### src/rtl/txn_set_pkg.sv
package txn_set_pkg;

  typedef enum logic [2:0] {
    OP_LOOKUP = 3'd0,
    OP_FILL   = 3'd1,
    OP_LDRET  = 3'd2,
    OP_DRAIN  = 3'd3,
    OP_PFILL  = 3'd4,
    OP_COMMIT = 3'd5,
    OP_ABORT  = 3'd6
  } op_e;

  typedef struct packed {
    logic valid;
    logic dirty;
    logic spec_wr;
    logic spec_rd;
  } line_flags_t;

endpackage

### src/rtl/txn_line_array.sv
module txn_line_array
  import txn_set_pkg::*;
#(
  parameter int SETS  = 8,
  parameter int WAYS  = 4,
  parameter int TAG_W = 8,
  localparam int SET_W = $clog2(SETS),
  localparam int WAY_W = $clog2(WAYS)
) (
  input  logic              clk,
  input  logic              rst_i,
  input  logic [SET_W-1:0]  rd_set,
  output logic [TAG_W-1:0]  rd_tags  [WAYS],
  output line_flags_t       rd_flags [WAYS],
  input  logic              wr_en,
  input  logic [SET_W-1:0]  wr_set,
  input  logic [WAY_W-1:0]  wr_way,
  input  logic [TAG_W-1:0]  wr_tag,
  input  line_flags_t       wr_flags,
  input  logic              commit_en,
  input  logic              abort_en,
  output logic              spec_any
);

  logic [TAG_W-1:0] tag_q [SETS][WAYS];
  line_flags_t      flg_q [SETS][WAYS];
  line_flags_t      flg_d [SETS][WAYS];

  always_comb begin
    for (int s = 0; s < SETS; s++) begin
      for (int w = 0; w < WAYS; w++) begin
        flg_d[s][w] = flg_q[s][w];
        if (commit_en) begin
          flg_d[s][w].dirty   = flg_q[s][w].dirty | flg_q[s][w].spec_wr;
          flg_d[s][w].spec_wr = 1'b0;
          flg_d[s][w].spec_rd = 1'b0;
        end else if (abort_en) begin
          if (flg_q[s][w].spec_wr) begin
            flg_d[s][w] = '0;
          end else begin
            flg_d[s][w].spec_rd = 1'b0;
          end
        end else if (wr_en && (SET_W'(s) == wr_set) && (WAY_W'(w) == wr_way)) begin
          flg_d[s][w] = wr_flags;
        end
      end
    end
  end

  always_ff @(posedge clk or negedge rst_i) begin
    if (!rst_i) begin
      for (int s = 0; s < SETS; s++) begin
        for (int w = 0; w < WAYS; w++) begin
          flg_q[s][w] <= '0;
        end
      end
    end else begin
      flg_q <= flg_d;
    end
  end

  always_ff @(posedge clk) begin
    if (wr_en) begin
      tag_q[wr_set][wr_way] <= wr_tag;
    end
  end

  always_comb begin
    for (int w = 0; w < WAYS; w++) begin
      rd_tags[w]  = tag_q[rd_set][w];
      rd_flags[w] = flg_q[rd_set][w];
    end
  end

  always_comb begin
    spec_any = 1'b0;
    for (int s = 0; s < SETS; s++) begin
      for (int w = 0; w < WAYS; w++) begin
        spec_any = spec_any | flg_q[s][w].spec_wr | flg_q[s][w].spec_rd;
      end
    end
  end

endmodule

### src/rtl/txn_hit_detect.sv
module txn_hit_detect
  import txn_set_pkg::*;
#(
  parameter int WAYS  = 4,
  parameter int TAG_W = 8,
  localparam int WAY_W = $clog2(WAYS)
) (
  input  logic [TAG_W-1:0] tags  [WAYS],
  input  line_flags_t      flags [WAYS],
  input  logic [TAG_W-1:0] tag,
  output logic             hit,
  output logic [WAY_W-1:0] hit_way
);

  logic [WAYS-1:0] match;

  for (genvar w = 0; w < WAYS; w++) begin : g_cmp
    assign match[w] = flags[w].valid && (tags[w] == tag);
  end

  always_comb begin
    hit     = |match;
    hit_way = '0;
    for (int w = WAYS - 1; w >= 0; w--) begin
      if (match[w]) hit_way = WAY_W'(w);
    end
  end

endmodule

### src/rtl/txn_victim_pick.sv
module txn_victim_pick
  import txn_set_pkg::*;
#(
  parameter int WAYS = 4,
  localparam int WAY_W = $clog2(WAYS)
) (
  input  line_flags_t      flags [WAYS],
  input  logic [WAY_W-1:0] ptr,
  output logic             found,
  output logic             from_invalid,
  output logic [WAY_W-1:0] victim
);

  logic [WAYS-1:0] cand;
  logic [WAYS-1:0] empty;

  for (genvar w = 0; w < WAYS; w++) begin : g_mark
    assign cand[w]  = !(flags[w].spec_wr || flags[w].spec_rd);
    assign empty[w] = !flags[w].valid;
  end

  logic [WAY_W-1:0] inv_way;
  logic [WAY_W-1:0] rr_way;
  logic             rr_found;

  always_comb begin
    inv_way = '0;
    for (int w = WAYS - 1; w >= 0; w--) begin
      if (empty[w]) inv_way = WAY_W'(w);
    end
  end

  always_comb begin
    rr_way   = '0;
    rr_found = 1'b0;
    for (int k = 0; k < WAYS; k++) begin
      if (!rr_found && cand[WAY_W'((int'(ptr) + k) % WAYS)]) begin
        rr_way   = WAY_W'((int'(ptr) + k) % WAYS);
        rr_found = 1'b1;
      end
    end
  end

  assign from_invalid = |empty;
  assign found        = rr_found;
  assign victim       = from_invalid ? inv_way : rr_way;

endmodule

### src/rtl/txn_set_tracker.sv
module txn_set_tracker
  import txn_set_pkg::*;
#(
  parameter int SETS  = 8,
  parameter int WAYS  = 4,
  parameter int TAG_W = 8,
  localparam int SET_W = $clog2(SETS),
  localparam int WAY_W = $clog2(WAYS)
) (
  input  logic             clk,
  input  logic             rst_n,
  input  logic             req_valid,
  input  logic [2:0]       req_op,
  input  logic [SET_W-1:0] req_set,
  input  logic [TAG_W-1:0] req_tag,
  output logic             rsp_valid,
  output logic             rsp_hit,
  output logic [WAY_W-1:0] rsp_way,
  output logic [WAY_W-1:0] rsp_victim,
  output logic             rsp_wb,
  output logic             rsp_set_full,
  output logic             rsp_dirty,
  output logic             rsp_sw,
  output logic             rsp_sr
);

  logic [1:0] rst_sync_q;
  logic       rst_i;

  always_ff @(posedge clk or negedge rst_n) begin
    if (!rst_n) rst_sync_q <= 2'b00;
    else        rst_sync_q <= {rst_sync_q[0], 1'b1};
  end
  assign rst_i = rst_sync_q[1];

  logic [TAG_W-1:0] rd_tags  [WAYS];
  line_flags_t      rd_flags [WAYS];
  logic             wr_en, commit_en, abort_en, spec_any;
  logic [WAY_W-1:0] wr_way;
  line_flags_t      wr_flags;
  logic             hit;
  logic [WAY_W-1:0] hit_way;
  logic             found, from_invalid;
  logic [WAY_W-1:0] victim;
  logic [WAY_W-1:0] ptr_q [SETS];
  logic [WAY_W-1:0] ptr_d;
  logic             ptr_we;

  txn_line_array #(.SETS(SETS), .WAYS(WAYS), .TAG_W(TAG_W)) u_array (
    .clk       (clk),
    .rst_i     (rst_i),
    .rd_set    (req_set),
    .rd_tags   (rd_tags),
    .rd_flags  (rd_flags),
    .wr_en     (wr_en),
    .wr_set    (req_set),
    .wr_way    (wr_way),
    .wr_tag    (req_tag),
    .wr_flags  (wr_flags),
    .commit_en (commit_en),
    .abort_en  (abort_en),
    .spec_any  (spec_any)
  );

  txn_hit_detect #(.WAYS(WAYS), .TAG_W(TAG_W)) u_hit (
    .tags    (rd_tags),
    .flags   (rd_flags),
    .tag     (req_tag),
    .hit     (hit),
    .hit_way (hit_way)
  );

  txn_victim_pick #(.WAYS(WAYS)) u_pick (
    .flags        (rd_flags),
    .ptr          (ptr_q[req_set]),
    .found        (found),
    .from_invalid (from_invalid),
    .victim       (victim)
  );

  op_e         op;
  line_flags_t hit_flags, vic_flags;
  logic        hit_d, wb_d, full_d, valid_d;
  logic [WAY_W-1:0] way_d, vic_d;
  line_flags_t rep_d;

  assign op        = op_e'(req_op);
  assign hit_flags = rd_flags[hit_way];
  assign vic_flags = rd_flags[victim];

  always_comb begin
    valid_d   = req_valid;
    hit_d     = 1'b0;
    wb_d      = 1'b0;
    full_d    = 1'b0;
    way_d     = '0;
    vic_d     = '0;
    rep_d     = '0;
    wr_en     = 1'b0;
    wr_way    = hit_way;
    wr_flags  = hit_flags;
    commit_en = 1'b0;
    abort_en  = 1'b0;
    ptr_we    = 1'b0;
    ptr_d     = victim + WAY_W'(1);
    if (req_valid) begin
      case (op)
        OP_COMMIT: commit_en = 1'b1;
        OP_ABORT:  abort_en  = 1'b1;
        OP_LOOKUP, OP_FILL, OP_LDRET, OP_DRAIN, OP_PFILL: begin
          if (hit) begin
            hit_d = 1'b1;
            way_d = hit_way;
            rep_d = hit_flags;
            if (op == OP_LDRET) begin
              wr_en            = 1'b1;
              wr_flags.spec_rd = 1'b1;
            end else if (op == OP_DRAIN) begin
              wr_en            = 1'b1;
              wr_flags.spec_wr = 1'b1;
              wr_flags.dirty   = 1'b1;
              wb_d             = hit_flags.dirty && !hit_flags.spec_wr;
            end
          end else if (!found) begin
            full_d = 1'b1;
          end else if (op != OP_LOOKUP) begin
            vic_d            = victim;
            wb_d             = vic_flags.valid && vic_flags.dirty;
            wr_en            = 1'b1;
            wr_way           = victim;
            wr_flags.valid   = 1'b1;
            wr_flags.spec_rd = (op == OP_LDRET);
            wr_flags.spec_wr = (op == OP_DRAIN);
            wr_flags.dirty   = (op == OP_DRAIN);
            ptr_we           = !from_invalid;
          end else begin
            vic_d = victim;
          end
        end
        default: ;
      endcase
    end
  end

  always_ff @(posedge clk or negedge rst_i) begin
    if (!rst_i) begin
      for (int s = 0; s < SETS; s++) ptr_q[s] <= '0;
    end else if (ptr_we) begin
      ptr_q[req_set] <= ptr_d;
    end
  end

  always_ff @(posedge clk or negedge rst_i) begin
    if (!rst_i) begin
      rsp_valid    <= 1'b0;
      rsp_hit      <= 1'b0;
      rsp_way      <= '0;
      rsp_victim   <= '0;
      rsp_wb       <= 1'b0;
      rsp_set_full <= 1'b0;
      rsp_dirty    <= 1'b0;
      rsp_sw       <= 1'b0;
      rsp_sr       <= 1'b0;
    end else begin
      rsp_valid    <= valid_d;
      rsp_hit      <= hit_d;
      rsp_way      <= way_d;
      rsp_victim   <= vic_d;
      rsp_wb       <= wb_d;
      rsp_set_full <= full_d;
      rsp_dirty    <= rep_d.dirty;
      rsp_sw       <= rep_d.spec_wr;
      rsp_sr       <= rep_d.spec_rd;
    end
  end

endmodule

### config.mk
export PLATFORM = sky130hd
export DESIGN_NAME = txn_set_tracker
export DESIGN_NICKNAME = d
export VERILOG_FILES = /design/src/rtl/txn_set_pkg.sv /design/src/rtl/txn_line_array.sv /design/src/rtl/txn_hit_detect.sv /design/src/rtl/txn_victim_pick.sv /design/src/rtl/txn_set_tracker.sv
export SDC_FILE = /design/constraint.sdc
export NUM_CORES = 1
export LEC_CHECK = 0
export BUFFER_PORTS_ARGS = -buffer_cell sky130_fd_sc_hd__buf_4
export CAP_MARGIN = 20
export CORE_ASPECT_RATIO = 1.4
export CORE_MARGIN = 10
export CORE_UTILIZATION = 50
export CTS_CLUSTER_SIZE = 40
export DETAILED_ROUTE_END_ITERATION = 8
export PLACE_DENSITY = 0.66
export SYNTH_ARGS = -nofsm -noshare
export SYNTH_HDL_FRONTEND = slang
export SYNTH_HIERARCHICAL = 1
export SYNTH_SLANG_ARGS = --single-unit
### constraint.sdc
create_clock -name clk -period 9.7 [get_ports clk]
set_clock_uncertainty 0.05 [all_clocks]
set_input_delay 1.455 -clock clk [delete_from_list [all_inputs] [get_ports clk]]
set_output_delay 1.455 -clock clk [all_outputs]
set_load 0.02 [all_outputs]
* After elaboration in Yosys (flattened, before gate mapping)
Memory sizes are Yosys's and may differ from the RTL's. Index checks and enable logic that the tools add are counted.
Storage, ports and cells: memories 1, logic and storage cells 715, bits in registers 157, input bits 17, bits in writable memories 256, output and inout bits 11
Cells by class: reductions and logical operators 203, eq/ne operators 84, bitwise gates (word level) 37, add/sub/neg operators 4, $lt $le $gt $ge 10, mux-type cells 230
Memory list:
- u_array.tag_q | depth 8, bits a word 32, read ports 1, clocked after memory_dff 0, wr ports 1, RTL line txn_line_array.sv:25 | logic [TAG_W-1:0] tag_q [SETS][WAYS];
Operator list (count):
- $mux 4 | 72
- $mux 3 | 68
- $reduce_bool 3->1 | 33
- $ne 3x2->1 const B | 32
- $reduce_and 3->1 | 32
- $ne 2x1->1 const B | 32
- $reduce_and 2->1 | 32
- $reduce_bool 2->1 | 32
- $mux 2 | 30
- $logic_and 1x1->1 | 51
- $bmux 16 s3 | 1
- $mux 1 | 45
- $eq 8x8->1 | 4
- $mux 16 | 2
- $mux 32 | 1
- $or 1x1->1 | 32
- $bmux 4 s2 | 2
- $bwmux 16 | 1
- $demux 8 s2 | 1
- $lt 2x4->1 const B | 4
- $logic_not 1->1 | 13
- $eq 3x3->1 const A | 4
- $eq 3x3->1 const B | 3
- $ge 3x3->1 const B | 3
- 23 further kinds | 38

* Logic depth before layout (Yosys ltp)
Gate-level depths: netlist of the first run.
depth in word-level cells 31, depth in mapped cells 20

* By module
The synthesis of the first run kept the hierarchy.
By module, submodules not included:
- txn_line_array | times used 1, cells an instance 1105, seq. area each 10890.4 sq um, area an instance 16956.3 sq um
- txn_set_tracker | times used 1, cells an instance 144, seq. area each 725.7 sq um, area an instance 1719.1 sq um
- txn_hit_detect | times used 1, cells an instance 54, seq. area each 0.0 sq um, area an instance 407.9 sq um
- txn_victim_pick | times used 1, cells an instance 29, seq. area each 0.0 sq um, area an instance 180.2 sq um

* Worst setup path before layout of the first run
OpenSTA, ideal clock, no wires.
path kind input to register, start point in req_set[1], end point mem u_array/tag_q[0][24] (netlist name), enable pin, library setup time 0.324 ns, buffers on the path 5, data arrival time 5.351 ns, path slack 3.975 ns, stages on the path 18, cells stage by stage buf_2 -> clkbuf_1 -> buf_2 -> mux4_2 -> mux2_2 -> xor2_1 -> nor4_1 -> nand4_1 -> nor2b_4 -> nand2_1 -> nand3b_2 -> or3_1 -> buf_2 -> mux2_4 -> nor2_1 -> clkbuf_1 -> nand2_1 -> inv_1
RTL lines:
- from (decl) | RTL line txn_set_tracker.sv:14 | input logic [SET_W-1:0] req_set,
- to (decl) | RTL line txn_line_array.sv:25

==> results.py, run 1 <==
metrics = {
    "pwr": {
        "p_int_w": 0.002986,
        "netSwitchingFraction_pct": 24.48,
        "switchingPower_w": 0.0009683,
        "combPwrFrac_pct": 11.0,
        "p_per_area_nw_per_um2": 189.1,
        "leakage_nw": 7.632,
        "vdd_drop_max_mv": 0.1066,
        "p_clk_share_pct": 38.7,
        "power_frac_seq_pct": 50.3,
    },
    "clock_tree": {
        "h-tree-depth": 2,
        "ctsHoldBuffers": 0,
        "clock-sinks": 413,
        "root_buffer": "clkbuf_16",
        "clk_pin_slew_ns": 0.06,
        "cts_buffers": 40,
        "cts-resized-gates": 0,
        "post-cts-setup-buffer-count": 0,
        "clockBufferDepth": 3,
        "clock_latency_ns": 0.54,
        "cts_tree": "built",
    },
    "logic_synthesis": {
        "yosysWarningCount": 6,
        "synth_nets": 1328,
        "synth_area_um2": 19130,
        "synthCells": 1311,
        "syn_area_per_cell_um2": 14.59,
    },
    "worst_setup_path": {
        "crit_path_end_kind": "flop",
        "critical_path_class": "in2reg",
        "startpoint_type": "input port",
        "cpMaxStageDelayCell": "buf_4",
        "path_cells": "buf_6, buf_4, mux4_2, mux2_2, xnor2_1, nand4_1, nor3_2, nor2b_4, nand2_1, nand3b_2, or3_1, mux2_4, nor2_1, nand2_1, inv_1",
        "cp_num_buf_inv": 3,
        "cp-endpoint": "u_array/tag_q[0][29]$_DFFE_PP_",
        "cp_max_fo": 56,
        "r2r_cells": 13,
        "worstPathRequired_ns": 9.84,
        "worstPathArrival_ns": 7.25,
        "crit_cells": 15,
        "cpPeakStageDelay_ns": 0.80,
        "cp-startpoint": "req_set[0]",
        "crit_path_frequent_cell": "nand2_1",
        "r2r_start": "u_array/tag_q[3][11]$_DFFE_PP_",
        "timing.rr.end": "u_array/tag_q[0][29]$_DFFE_PP_",
        "cp_top_family": "simple AND/OR/NAND/NOR gates",
        "rrSetupSlack_ns": 4.22,
    },
    "die": {
        "ios": 28,
        "start_util_pct": 50.70,
        "die_area_um2": 46600,
        "rows": 84,
        "core_um2": 37730,
        "die_height_um": 251.4,
        "die_w_um": 185.3,
    },
    "drt": {
        "post_drt_via_cell_ratio": 6.224,
        "vias": 11271,
        "post-route-drc-count": 0,
        "top_layer_used": "met4",
        "drt_pass1_iterations": 5,
        "drt_iter0_drc": 959,
        "totalWireLength_um": 43910,
        "wire_per_inst_um": 24.25,
        "wl_met1_um": 18030,
        "met3WireLength_um": 1926,
        "route.met2.wl_um": 22840,
        "ant_nets": 0,
    },
    "grt": {
        "grt_start_max_net_pins": 78,
        "grt_pass1_vias": 11417,
        "grt_pass1_wl_um": 69120,
        "grt_usage_pct": 19.08,
        "antenna_found_initial": 0,
        "grt-ovfl-total": 0,
    },
    "final_layout": {
        "fin_nets": 1323,
        "syn2layout_area_growth_pct": 9.320,
        "antenna_cells": 0,
        "regArea_um2": 11620,
        "drive_gt1_share_pct": 22.94,
        "multi_input_area_um2": 6974,
        "layout.cells.non_filler": 1811,
        "fillerInstances": 2959,
    },
    "placement": {
        "gp_congestion": 0.8187,
        "port_buffers": 27,
        "dp.cells": 1737,
        "post-place-ws_ns": 1.952,
        "dp_hpwl_um": 26990,
    },
    "min_path": {
        "hold_class": "reg2async",
    },
    "sta": {
        "drv_slew": 0,
        "hold_violations": 0,
        "setup_violations": 0,
        "period_needed_ns": 7.109,
        "setup_tns_ns": 0,
        "rsz0062_at_grt": "no",
        "slew_headroom_pct": 29.84,
        "hold_ws_ns": 0.2637,
        "fin_crit_sh_pct": 73.29,
        "worst_slew_pin_slew_ns": 1.050,
        "clock.fmax_ghz": 0.1407,
        "fin_ws_ns": 2.591,
    },
    "outcome": {
        "outcome": "finished clean",
    },
    "flow_run": {
        "maxCapViolations": 0,
    },
}
==> cell usage in the layout (no fill, tap or decap), drive strengths merged, types with 11 or more instances in the layout <==
cell type	instances
edfxtp	256
dfrtp	157
o21ai	129
mux4	103
nand2	96
mux2i	80
a21oi	60
mux2	58
clkbuf	57
buf	44
nor2b	41
o22ai	32
nor2	31
inv	27
nand3	25
xnor2	25
clkinv	15
nor4	11
nor3	11
==> how the worst min path moves through the flow <==
| stage | startpoint | slack, ns | to | cells after the start |
|---|---|---|---|---|
| final | rst_sync_q[1]$_DFF_PN0_ | 0.26 | u_array/flg_q[7]$_DFFE_PN0P_ | 0 |
| after CTS | rst_sync_q[1]$_DFF_PN0_ | 0.29 | u_array/flg_q[23]$_DFFE_PN0P_ | 0 |
| after floorplan | rst_sync_q[0]$_DFF_PN0_ | 0.28 | rst_sync_q[1]$_DFF_PN0_ | 0 |
| after global placement | rst_sync_q[1]$_DFF_PN0_ | 0.28 | u_array/flg_q[7]$_DFFE_PN0P_ | 0 |
| after detailed placement | rst_sync_q[1]$_DFF_PN0_ | 0.29 | u_array/flg_q[7]$_DFFE_PN0P_ | 0 |
| after global routing | rst_sync_q[0]$_DFF_PN0_ | 0.30 | rst_sync_q[1]$_DFF_PN0_ | 0 |
==> layer usage <==
layer,up-vias,global-route usage [%]
met5,-,0
met4,0,5.912
met3,64,2.647
met2,296,32.28
met1,5910,24.91
li1,5001,-
==> area by class of cell <==
type                    instances  area share [%]
well taps                     473           2.830
clock inverters                17          0.6760
multi-input cells             779           33.35
flip-flops and latches        413           55.56
inverters                      28          0.5025
clock buffers                  57           5.486
repair buffers                 44           1.597
==> flip-flops by register name, summed over array words and instances, names as in the netlist, 2 cells and up <==
register,cells
u_array/tag_q,256
u_array/flg_q,128
ptr_q,16
rsp_victim,2
rsp_way,2
rst_sync_q,2
==> worst register-to-register path: cells and delay by family, from the launching register on <==
kind,cells,cell delay [ns]
simple gates,8,2.97
flops,1,0.37
mux,3,1.13
buf+inv,1,0.44
xor+xnor,1,0.14
==> power groups by stage <==
stage                     combinational (W)  clock (W)  sequential [W]
after detailed placement           0.000438          0         0.00202
after CTS                          0.000438    0.00156         0.00199
after floorplan                    0.000300          0         0.00201
after global placement             0.000430          0         0.00202
after global routing               0.000475    0.00163         0.00200
final                              0.000434    0.00153         0.00199
==> metrics by stage <==
| stage | total power, W | utilization (%) | cell area (um2) |
|---|---|---|---|
| 6_report | 0.003955 | 55.43 | 20910 |
| 4_1_cts | 0.003989 | 55.43 | 20910 |
| 2_1_floorplan | 0.002315 | - | 19130 |
| 3_5_place_dp | 0.002462 | 52.01 | 19630 |
| 3_3_place_gp | 0.002452 | 51.99 | 19620 |
| 5_1_grt | 0.004099 | 55.43 | 20910 |
Power figures use the tool's default switching activity.
==> inputs of run 2 (changes only) <==
==> constraint.sdc (replaced) <==
create_clock -name clk -period 7.06 [get_ports clk]
set_clock_uncertainty 0.05 [all_clocks]
set_input_delay 1.059 -clock clk [delete_from_list [all_inputs] [get_ports clk]]
set_output_delay 1.059 -clock clk [all_outputs]
set_load 0.02 [all_outputs]
==> results.py, run 2 (synthesis results as in run 1) <==
metrics = {
    "final_layout": {
        "antenna_cells": 0,
        "drive_gt1_share_pct": 25.42,
        "largest_reg_flops": 256,
        "top_regs": "u_array/tag_q (256), u_array/flg_q (128), ptr_q (16)",
        "fin_util_pct": 56.56,
        "regMostFlops": "u_array/tag_q",
        "final_cell_mix": "edfxtp_1, dfrtp_1, mux4_2",
        "fin_nets": 1358,
        "final_common_cell": "edfxtp_1",
        "syn2layout_area_growth_pct": 11.55,
        "fillerInstances": 2955,
    },
    "clock_tree": {
        "h-tree-depth": 2,
        "cts_tree": "built",
        "clock_latency_ns": 0.55,
        "post-cts-setup-buffer-count": 0,
        "clock-sinks": 413,
        "root_buffer": "clkbuf_16",
        "clk_pin_slew_ns": 0.06,
        "cts-resized-gates": 0,
        "clockBufferDepth": 3,
        "cts_buffers": 40,
        "ctsHoldBuffers": 0,
    },
    "worst_setup_path": {
        "worstPathRequired_ns": 7.26,
        "cp_max_fo": 53,
        "worstPathArrival_ns": 6.32,
        "crit_path_end_kind": "flop",
        "critical_path_class": "in2reg",
        "startpoint_type": "input port",
    },
    "grt": {
        "grt-ovfl-total": 0,
        "grt_pass1_vias": 11850,
        "grt_pass1_wl_um": 70230,
        "antenna_found_initial": 0,
        "grt_start_max_net_pins": 68,
        "grt_usage_pct": 19.37,
    },
    "die": {
        "start_util_pct": 50.70,
        "ios": 28,
        "die_height_um": 251.4,
        "rows": 84,
        "core_um2": 37730,
        "die_w_um": 185.3,
        "die_area_um2": 46600,
    },
    "sta": {
        "worst_slew_pin_slew_ns": 1.052,
        "setup_violations": 0,
        "hold_violations": 0,
        "setup_tns_ns": 0,
        "hold_ws_ns": 0.2327,
        "fin_crit_sh_pct": 86.60,
        "slew_headroom_pct": 29.70,
        "rsz0062_at_grt": "no",
        "drv_slew": 0,
        "period_needed_ns": 6.114,
        "clock.fmax_ghz": 0.1636,
    },
    "min_path": {
        "hold_class": "reg2async",
    },
    "drt": {
        "vias": 11303,
        "drt_iter0_drc": 905,
        "post-route-drc-count": 0,
        "drt_pass1_iterations": 5,
        "ant_nets": 0,
        "wire_per_inst_um": 24.14,
        "post_drt_via_cell_ratio": 6.123,
        "totalWireLength_um": 44570,
    },
    "pwr": {
        "vdd_drop_max_mv": 0.1698,
        "leakage_nw": 7.893,
        "p_per_area_nw_per_um2": 263.2,
    },
    "placement": {
        "port_buffers": 27,
        "dp_hpwl_um": 28500,
        "gp_congestion": 0.8316,
    },
    "outcome": {
        "outcome": "finished clean",
    },
    "flow_run": {
        "maxCapViolations": 0,
    },
}
[run 2: cell count changes in the layout (fill, tap and decap cells not counted), sizes merged]
cell and delta:
buf +35, clkinv -7, clkbuf +6, bufinv +2, clkinvlp -1
[run 2: area by class of cell]
cell class / instances / area (um2) / share of cell area (%)
sequential: 413 / 11620 / 54.45
multi-input combinational: 779 / 6972 / 32.67
clock buffer: 63 / 1252 / 5.869
timing repair buffer: 79 / 634.4 / 2.973
tap: 473 / 591.8 / 2.773
clock inverter: 11 / 165.2 / 0.7739
inverter: 28 / 105.1 / 0.4925
[run 2: critical path, cell delays in order]
cell      delay [ns]
buf_6           0.56
mux4_2          0.62
mux2_2          0.29
xor2_1          0.14
nor4_1          0.40
buf_4           0.18
nand4_1         0.31
nor2b_4         0.26
nand2_1         0.23
nand3b_2        0.35
or3_1           0.27
mux2_4          0.36
nand2b_1        0.47
nor2_2          0.42
buf_4           0.25
[run 2: report_power, final]
part / leakage [nW] / switching (W) / total [W] / internal (W)
clock network: 0.702 / 0.000893 / 0.00226 / 0.00137
logic: 2.77 / 0.000373 / 0.000621 / 0.000248
registers: 4.42 / 0.0000717 / 0.00273 / 0.00266
[run 2: path summary, 6_finish.rpt]
kind | end | startpoint | depth (start not counted) | slack [ns]
setup / recovery | u_array/tag_q[6][14]$_DFFE_PP_ | req_set[0] | 15 | 0.95
hold / removal | u_array/flg_q[7]$_DFFE_PN0P_ | rst_sync_q[1]$_DFF_PN0_ | 0 | 0.23
setup reg to reg | u_array/tag_q[6][14]$_DFFE_PP_ | u_array/tag_q[1][11]$_DFFE_PP_ | 14 | 1.91
hold reg to reg | u_array/flg_q[7]$_DFFE_PN0P_ | rst_sync_q[1]$_DFF_PN0_ | 0 | 0.23
max in group asynchronous | rsp_sr$_DFF_PN0_ | rst_sync_q[1]$_DFF_PN0_ | 1 | 5.49
min in group clk | rst_sync_q[1]$_DFF_PN0_ | rst_sync_q[0]$_DFF_PN0_ | 0 | 0.30
[run 2: per-layer routing]
layer | up-vias | GRT usage (%) | wire [um]
li1 | 5078 | - | -
met1 | 5905 | 24.04 | 17850
met2 | 256 | 33.97 | 23760
met3 | 64 | 2.704 | 1815
met4 | 0 | 6.308 | 1146
met5 | - | 0 | 0
[run 2: per-stage QoR]
stage / setup WS [ns] / cell area (um2) / std cells / total power [W]
after floorplan: 1.731 / 19130 / 1311 / 0.003180
after global placement: 0.4227 / 19920 / 1772 / 0.003389
after detailed placement: 0.3783 / 19920 / 1772 / 0.003403
after CTS: 0.9422 / 21340 / 1846 / 0.005673
after global routing: 0.6146 / 21340 / 1846 / 0.005831
final: 0.9458 / 21340 / 1846 / 0.005617
==> inputs of run 3 (changes only) <==
--- a/config.mk
+++ b/config.mk
@@ -12,7 +12,8 @@
 export CORE_UTILIZATION = 50
 export CTS_CLUSTER_SIZE = 40
 export DETAILED_ROUTE_END_ITERATION = 8
-export PLACE_DENSITY = 0.66
+export PLACE_DENSITY_LB_ADDON = 0.25
+export SKIP_LAST_GASP = 1
 export SYNTH_ARGS = -nofsm -noshare
 export SYNTH_HDL_FRONTEND = slang
 export SYNTH_HIERARCHICAL = 1
==> results.py, run 3 (synthesis results as in run 1) <==
metrics = {
    "outcome": {
        "outcome": "finished clean",
    },
    "sta": {
        "hold_violations": 0,
        "worst_slew_pin_slew_ns": 0.9982,
        "period_needed_ns": 5.982,
        "setup_violations": 0,
        "fin_crit_sh_pct": 84.73,
        "drv_slew": 0,
        "setup_tns_ns": 0,
        "rsz0062_at_grt": "no",
        "slew_headroom_pct": 33.15,
        "fin_ws_ns": 1.078,
        "clock.fmax_ghz": 0.1672,
    },
    "pwr": {
        "p_per_area_nw_per_um2": 255.8,
        "vdd_drop_max_mv": 0.1521,
        "leakage_nw": 7.784,
    },
    "worst_setup_path": {
        "worstPathArrival_ns": 6.32,
        "crit_path_end_kind": "flop",
        "r2r_start": "u_array/tag_q[5][11]$_DFFE_PP_",
        "cp_max_fo": 55,
        "worstPathRequired_ns": 7.40,
        "critical_path_class": "in2reg",
        "cp-startpoint": "req_set[0]",
        "startpoint_type": "input port",
    },
    "final_layout": {
        "final_cell_mix": "edfxtp_1, dfrtp_1, mux4_2",
        "fin_util_pct": 56.04,
        "largest_reg_flops": 256,
        "design_area_um2": 21140,
        "fin_nets": 1358,
        "top_regs": "u_array/tag_q (256), u_array/flg_q (128), ptr_q (16)",
        "drive_gt1_share_pct": 25.11,
        "syn2layout_area_growth_pct": 10.52,
        "antenna_cells": 0,
        "final_common_cell": "edfxtp_1",
        "regMostFlops": "u_array/tag_q",
    },
    "drt": {
        "drt_iter0_drc": 1089,
        "totalWireLength_um": 44520,
        "post-route-drc-count": 0,
        "ant_nets": 0,
        "wire_per_inst_um": 24.15,
        "post_drt_via_cell_ratio": 6.183,
        "vias": 11396,
        "drt_pass1_iterations": 5,
    },
    "die": {
        "core_um2": 37730,
        "die_height_um": 251.4,
        "start_util_pct": 50.70,
        "die_area_um2": 46600,
        "ios": 28,
        "rows": 84,
        "die_w_um": 185.3,
    },
    "grt": {
        "antenna_found_initial": 0,
        "grt_start_max_net_pins": 97,
        "grt_pass1_wl_um": 70730,
        "grt_usage_pct": 19.50,
        "grt_pass1_vias": 11880,
        "grt-ovfl-total": 0,
    },
    "clock_tree": {
        "clock_latency_ns": 0.54,
        "root_buffer": "clkbuf_16",
        "clockBufferDepth": 3,
        "ctsHoldBuffers": 0,
        "cts-resized-gates": 0,
        "cts_tree": "built",
        "cts_buffers": 39,
        "clock-sinks": 413,
        "post-cts-setup-buffer-count": 0,
        "h-tree-depth": 2,
        "clk_pin_slew_ns": 0.07,
    },
    "placement": {
        "port_buffers": 27,
        "gp_congestion": 0.8998,
        "post-place-ws_ns": 0.5566,
        "dp_hpwl_um": 28680,
        "place_area_um2": 19910,
    },
    "flow_run": {
        "maxCapViolations": 0,
    },
    "min_path": {
        "hold_class": "reg2async",
    },
}
[run 3: changes by cell type in the layout (fill, tap and decap cells not counted), moves of 2 or more]
| cell | before | now |
|---|---|---|
| nor2b_2 | 0 | 2 |
| nor2b_4 | 3 | 1 |
| clkbuf_1 | 8 | 6 |
| clkinv_1 | 2 | 6 |
| clkbuf_16 | 43 | 39 |
| clkinvlp_4 | 0 | 4 |
| clkbuf_8 | 9 | 3 |
| clkbuf_4 | 3 | 0 |
| buf_4 | 75 | 77 |
| clkinv_2 | 5 | 8 |
[run 3: path summary, 6_finish.rpt]
kind	end	slack [ns]	cells past startpoint
max in group asynchronous	u_array/flg_q[112]$_DFFE_PN0P_	5.51	1
hold reg to reg	u_array/flg_q[116]$_DFFE_PN0P_	0.21	0
setup reg to reg	u_array/flg_q[7]$_DFFE_PN0P_	2.07	15
min in group clk	rst_sync_q[1]$_DFF_PN0_	0.31	0
hold / removal	u_array/flg_q[116]$_DFFE_PN0P_	0.21	0
setup / recovery	u_array/flg_q[7]$_DFFE_PN0P_	1.08	14
[run 3: final cells by class]
type / instances / area (um2)
Clock buffer: 48 / 1040
Clock inverter: 22 / 196.4
Fill cell: 2959 / 16590
Inverter: 28 / 105.1
Multi-Input combinational cell: 779 / 6962
Sequential cell: 413 / 11620
Tap cell: 473 / 591.8
Timing Repair Buffer: 80 / 629.4
[run 3: metrics by stage]
| stage | hold WS (ns) | cells | power [W] |
|---|---|---|---|
| floorplan | 0.2812 | 1311 | 0.003180 |
| global placement | 0.2187 | 1773 | 0.003390 |
| detailed placement | 0.2212 | 1773 | 0.003403 |
| CTS | 0.2311 | 1843 | 0.005454 |
| global route | 0.2337 | 1843 | 0.005599 |
| finish | 0.2125 | 1843 | 0.005408 |
[run 3: worst max-delay path: stages]
cell	delay, ns
buf_6	0.59
buf_4	0.44
mux4_2	0.57
mux2_2	0.38
nand4_1	0.35
nor2b_4	0.24
nand2_1	0.20
nand3b_2	0.30
or3_1	0.42
mux2_4	0.37
nand2b_1	0.47
nor2_4	0.54
mux2i_1	0.24
o21ai_1	0.07
[run 3: per-layer routing]
layer	global-route usage, %	share of wire [%]
met1	25.50	41
met3	2.402	4.5
met5	0	0
met4	7.286	3.3
met2	32.63	51
[run 3: power by group]
part,internal (W),total (W),switching [W]
clock network,0.00116,0.00206,0.000894
logic,0.000242,0.000620,0.000378
registers,0.00266,0.00273,0.0000694
